[src/rtl/wrp_pkg.sv]
package wrp_pkg;

    // Width of the group field in a pointer register.
    localparam int GRP_W  = 5;
    // log2 of the number of registers in one block.
    localparam int BLK_W  = 3;
    // Width of the working-register number.
    localparam int WR_W   = BLK_W + 1;
    // Width of the register-file address.
    localparam int ADDR_W = GRP_W + BLK_W;
    // Number of always-zero low bits in a pointer register.
    localparam int RSV_W  = 2;
    // Width of a whole pointer register.
    localparam int PTR_W  = GRP_W + 1 + RSV_W;
    // Number of pointer registers.
    localparam int NPTR   = 2;

    typedef enum logic [1:0] {
        OP_SINGLE  = 2'd0,
        OP_TWIN_LO = 2'd1,
        OP_TWIN_HI = 2'd2,
        OP_NONE    = 2'd3
    } op_e;

    typedef struct packed {
        logic [GRP_W-1:0] grp;
        logic             twin;
        logic [RSV_W-1:0] rsv;
    } ptr_t;

    // Builds a pointer value with the reserved bits cleared.
    function automatic ptr_t make_ptr(logic [GRP_W-1:0] g, logic twin);
        ptr_t p;
        p.grp  = g;
        p.twin = twin;
        p.rsv  = '0;
        return p;
    endfunction

    // First register-file address of a block.
    function automatic logic [ADDR_W-1:0] blk_base(logic [GRP_W-1:0] g);
        return {g, {BLK_W{1'b0}}};
    endfunction

endpackage

[src/rtl/wrp_cmd_dec.sv]
module wrp_cmd_dec
    import wrp_pkg::*;
(
    input  logic                 cmd_valid,
    input  logic [1:0]           cmd_op,
    input  logic [GRP_W-1:0]     cmd_grp,
    input  logic                 bus_wr_en,
    input  logic                 bus_wr_sel,
    input  logic [PTR_W-1:0]     bus_wr_data,
    input  ptr_t                 cur  [NPTR],
    output ptr_t                 nxt  [NPTR],
    output logic [NPTR-1:0]      ld
);

    op_e              op;
    logic             cmd_act;
    logic [GRP_W-1:0] grp_up;

    assign op      = op_e'(cmd_op);
    assign cmd_act = cmd_valid && (op != OP_NONE);
    assign grp_up  = cmd_grp + GRP_W'(1);

    always_comb begin
        nxt[0] = cur[0];
        nxt[1] = cur[1];
        ld     = '0;
        if (cmd_act) begin
            ld = '1;
            unique case (op)
                OP_SINGLE: begin
                    nxt[0] = make_ptr(cmd_grp, 1'b0);
                    nxt[1] = make_ptr(grp_up, 1'b0);
                end
                OP_TWIN_LO: begin
                    nxt[0] = make_ptr(cmd_grp, 1'b1);
                    nxt[1] = make_ptr(cur[1].grp, 1'b1);
                end
                OP_TWIN_HI: begin
                    nxt[0] = make_ptr(cur[0].grp, 1'b1);
                    nxt[1] = make_ptr(cmd_grp, 1'b1);
                end
                default: ld = '0;
            endcase
        end else if (bus_wr_en) begin
            if (bus_wr_sel) begin
                nxt[1] = ptr_t'(bus_wr_data);
                ld[1]  = 1'b1;
            end else begin
                nxt[0] = ptr_t'(bus_wr_data);
                ld[0]  = 1'b1;
            end
        end
    end

endmodule

[src/rtl/wrp_ptr_reg.sv]
module wrp_ptr_reg
    import wrp_pkg::*;
(
    input  logic clk,
    input  logic rst,
    input  logic ld,
    input  ptr_t d,
    output ptr_t q
);

    always_ff @(posedge clk) begin
        if (rst) begin
            q <= make_ptr('0, 1'b0);
        end else if (ld) begin
            q <= make_ptr(d.grp, d.twin);
        end
    end

endmodule

[src/rtl/wrp_xlate.sv]
module wrp_xlate
    import wrp_pkg::*;
(
    input  ptr_t               p0,
    input  ptr_t               p1,
    input  logic [WR_W-1:0]    wreg,
    output logic [ADDR_W-1:0]  addr
);

    logic [GRP_W-1:0] twin_grp;

    assign twin_grp = wreg[WR_W-1] ? p1.grp : p0.grp;

    always_comb begin
        if (p0.twin) begin
            addr = blk_base(twin_grp) + ADDR_W'(wreg[BLK_W-1:0]);
        end else begin
            addr = blk_base(p0.grp) + ADDR_W'(wreg);
        end
    end

endmodule

[src/rtl/wrp_translator.sv]
module wrp_translator
    import wrp_pkg::*;
(
    input  logic                  clk,
    input  logic                  rst,
    input  logic                  cmd_valid,
    input  logic [1:0]            cmd_op,
    input  logic [GRP_W-1:0]      cmd_grp,
    input  logic                  bus_wr_en,
    input  logic                  bus_wr_sel,
    input  logic [PTR_W-1:0]      bus_wr_data,
    input  logic [WR_W-1:0]       wreg,
    output logic [ADDR_W-1:0]     addr,
    output logic [PTR_W-1:0]      ptr0_q,
    output logic [PTR_W-1:0]      ptr1_q
);

    ptr_t            cur [NPTR];
    ptr_t            nxt [NPTR];
    logic [NPTR-1:0] ld;

    wrp_cmd_dec u_dec (
        .cmd_valid   (cmd_valid),
        .cmd_op      (cmd_op),
        .cmd_grp     (cmd_grp),
        .bus_wr_en   (bus_wr_en),
        .bus_wr_sel  (bus_wr_sel),
        .bus_wr_data (bus_wr_data),
        .cur         (cur),
        .nxt         (nxt),
        .ld          (ld)
    );

    for (genvar i = 0; i < NPTR; i++) begin : g_ptr
        wrp_ptr_reg u_reg (
            .clk (clk),
            .rst (rst),
            .ld  (ld[i]),
            .d   (nxt[i]),
            .q   (cur[i])
        );
    end

    wrp_xlate u_xl (
        .p0   (cur[0]),
        .p1   (cur[1]),
        .wreg (wreg),
        .addr (addr)
    );

    assign ptr0_q = cur[0];
    assign ptr1_q = cur[1];

endmodule

[config.mk]
export PLATFORM = sky130hd
export DESIGN_NAME = wrp_translator
export DESIGN_NICKNAME = d
export VERILOG_FILES = /design/src/rtl/wrp_pkg.sv /design/src/rtl/wrp_cmd_dec.sv /design/src/rtl/wrp_ptr_reg.sv /design/src/rtl/wrp_xlate.sv /design/src/rtl/wrp_translator.sv
export SDC_FILE = /design/constraint.sdc
export NUM_CORES = 1
export LEC_CHECK = 0
export BUFFER_PORTS_ARGS = -buffer_cell sky130_fd_sc_hd__clkbuf_2
export CAP_MARGIN = 30
export CORE_UTILIZATION = 46
export DETAILED_ROUTE_END_ITERATION = 10
export MAX_ROUTING_LAYER = met4
export PLACE_DENSITY = 0.79
export SETUP_SLACK_MARGIN = 0.15
export SYNTH_ARGS = -nofsm -noshare
export SYNTH_HDL_FRONTEND = slang
export SYNTH_SLANG_ARGS = --single-unit
[constraint.sdc]
create_clock -name clk -period 2.1 [get_ports clk]
set_clock_uncertainty 0.1 [all_clocks]
set_input_delay 0.42 -clock clk [delete_from_list [all_inputs] [get_ports clk]]
set_output_delay 0.42 -clock clk [all_outputs]
set_load 0.05 [all_outputs]
==> flow_metrics.tcl <==
set metrics [dict create \
    synth.distinct_cells 34 \
    hp-class "in2reg" \
    setup_violations 0 \
    grt_usage_pct 21.8 \
    powerDensity_nw_per_um2 649 \
    port_buffers 35 \
    rsz0062_at_grt "yes" \
    synth_edf_count 0 \
    overflow 0 \
    totalWireLength_mm 2.40 \
    status "finished clean" \
    peakVddDrop_mv 0.330 \
    clock_sinks 12 \
    pre_cts_ws_ns -0.0598 \
    fin_crit_ns 2.03 \
    crit_arrival_ns 1.51 \
    cts-hold-fix-buffers 0 \
    layout-drive-gt1-share_pct 38.4 \
    nNetsFinal 197 \
    dieArea_um2 2420 \
    vias 1024 \
    clock_latency_ns 0.27 \
    ys_ff_latch 12 \
    gp_congestion 0.863 \
    dp_hpwl_mm 2.02 \
    startpoint_type "register" \
    final_hold_viol_count 0 \
    largest_reg_flops 12 \
    ys_warn_count 0 \
    cts_buffer_depth 2 \
    synth-seq-area-share_pct 23.5 \
    endpoint_kind "output pin" \
    dp_cells 186 \
    dieWidth_um 49.2 \
    path_clk_slew_ns 0.07 \
    core_area_um2 2020 \
    setup_ws_ns 0.0667 \
    antenna_found_initial 0 \
    io_pins 48 \
    slew_violations 0 \
    diodes 0 \
    utilization_pct 66.6 \
    grt_pass1_wl_mm 4.03 \
    numCtsBuffers 3 \
    timing.final.crit_share_pct 96.8 \
    ant_nets 0 \
    required_ns 1.58 \
    synthCells 129 \
    dr.pass1.iters 5 \
    reg_top3 "g_ptr.u_reg.q: 12 flops" \
    cts_root_buf "clkbuf_4" \
    syn_avg_cell_area_um2 7.93 \
    grt_pass1_vias 937 \
    synthFlopType "dfxtp_1" \
    leakagePower_nw 0.586 \
    drc 0 \
    max-cap-violations 0 \
    area_growth_pct 31.5 \
    syn_area_um2 1020 \
    async_flop_share_pct 0 \
    final_common_cell "clkbuf_2" \
    cts_tree "done" \
    fmax_ghz 0.492 \
    drtIter0Drc 18 \
    viasPerCell 5.36 \
    start_util_pct 50.6 \
    grt_max_degree 12 \
    layout_common_cells "31 x clkbuf_2, 11 x nor2_1, 11 x nor3_1" \
    dieHeight_um 49.2 \
    regMostFlops "g_ptr.u_reg.q" \
    stdcell_count 191 \
    rows 16 \
    path_max_fanout 2 \
    routedWlPerCell_um 12.6 \
    cts_htree_levels 1 \
    worstSetupPathType "reg2out" \
]
-- per-layer routing --
metal / part of all wire (%) / vias up / global-route usage [%] / wire, µm
li1: - / 525 / - / -
met1: 43 / 465 / 25.6 / 1040
met2: 52 / 32 / 38.1 / 1250
met3: 3.8 / 2 / 2.49 / 92
met4: 0.88 / 0 / 7.35 / 21
met5: 0 / - / - / 0
-- synthesized netlist by cell type, types with 3 or more instances --
master,n,area share [%]
o21ai_0,9,4.4
a21oi_1,7,3.4
buf_4,7,5.1
a211oi_1,9,6.6
inv_1,3,1.1
nor3_1,11,5.4
xnor2_1,3,2.6
ha_1,8,9.8
nand3_1,6,2.9
clkbuf_1,3,1.1
mux2i_1,4,3.9
dfxtp_1,12,23
nor2_1,11,4.0
nand2_1,9,3.3
-- where the power goes --
| group | total [mW] | switching (mW) | internal, mW |
|---|---|---|---|
| registers | 0.276 | 0.0258 | 0.250 |
| logic | 0.419 | 0.278 | 0.141 |
| clock network | 0.179 | 0.0731 | 0.105 |
-- what timing repair did --
action,CTS,global route
pin swaps,3,2
setup buffers,1,0
gates resized for setup,12,3
gates cloned,0,0
setup endpoints to repair,4,4
-- worst max-delay path, cell delays in order, from the launching register on --
cell	delay, ns
dfxtp_4	0.35
ha_4	0.16
ha_4	0.16
nand3_1	0.08
xnor2_1	0.12
nor2_1	0.08
a21oi_4	0.13
buf_8	0.16
-- per-stage QoR --
stage	total power, mW	hold slack (ns)	setup TNS, ns	area, µm²
4_1_cts	0.871	0.324	0	1340
6_report	0.873	0.330	0	1350
3_5_place_dp	0.667	0.427	-0.0598	1240
5_1_grt	0.928	0.326	0	1350
3_3_place_gp	0.658	0.415	-0.0198	1240
2_1_floorplan	0.600	0.454	0	1090
-- final cells by class --
class | instances | area [µm²]
multi-input cells | 104 | 768
fillers | 179 | 676
clock buffers | 4 | 36.3
well taps | 27 | 33.8
repair buffers | 40 | 245
inverters | 4 | 16.3
flip-flops and latches | 12 | 246
-- kinds of logic after synthesis --
| logic type | Yosys count | share of synthesized area (%) |
|---|---|---|
| compound gates | 34 | 21.9 |
| xor+xnor | 4 | 3.42 |
| fa+ha+maj | 8 | 9.78 |
| buf+inv | 16 | 10.0 |
| flops | 12 | 23.5 |
| mux | 5 | 5.01 |
| other cells | 1 | 0.366 |
| simple gates | 49 | 26.0 |
-- worst paths after layout --
| check | from | end | slack (ns) | cells after the start |
|---|---|---|---|---|
| worst max-delay path | g_ptr[0].u_reg.q[3]$_SDFFE_PP0P_ | addr[7] | 0.07 | 7 |
| worst min-delay path | cmd_grp[1] | g_ptr[0].u_reg.q[4]$_SDFFE_PP0P_ | 0.33 | 3 |
| worst max register to register | g_ptr[0].u_reg.q[2]$_SDFFE_PP0P_ | g_ptr[0].u_reg.q[2]$_SDFFE_PP0P_ | 1.12 | 2 |
| worst min register to register | g_ptr[1].u_reg.q[2]$_SDFFE_PP0P_ | g_ptr[1].u_reg.q[2]$_SDFFE_PP0P_ | 0.44 | 1 |
(Power assumes the default switching activity.)
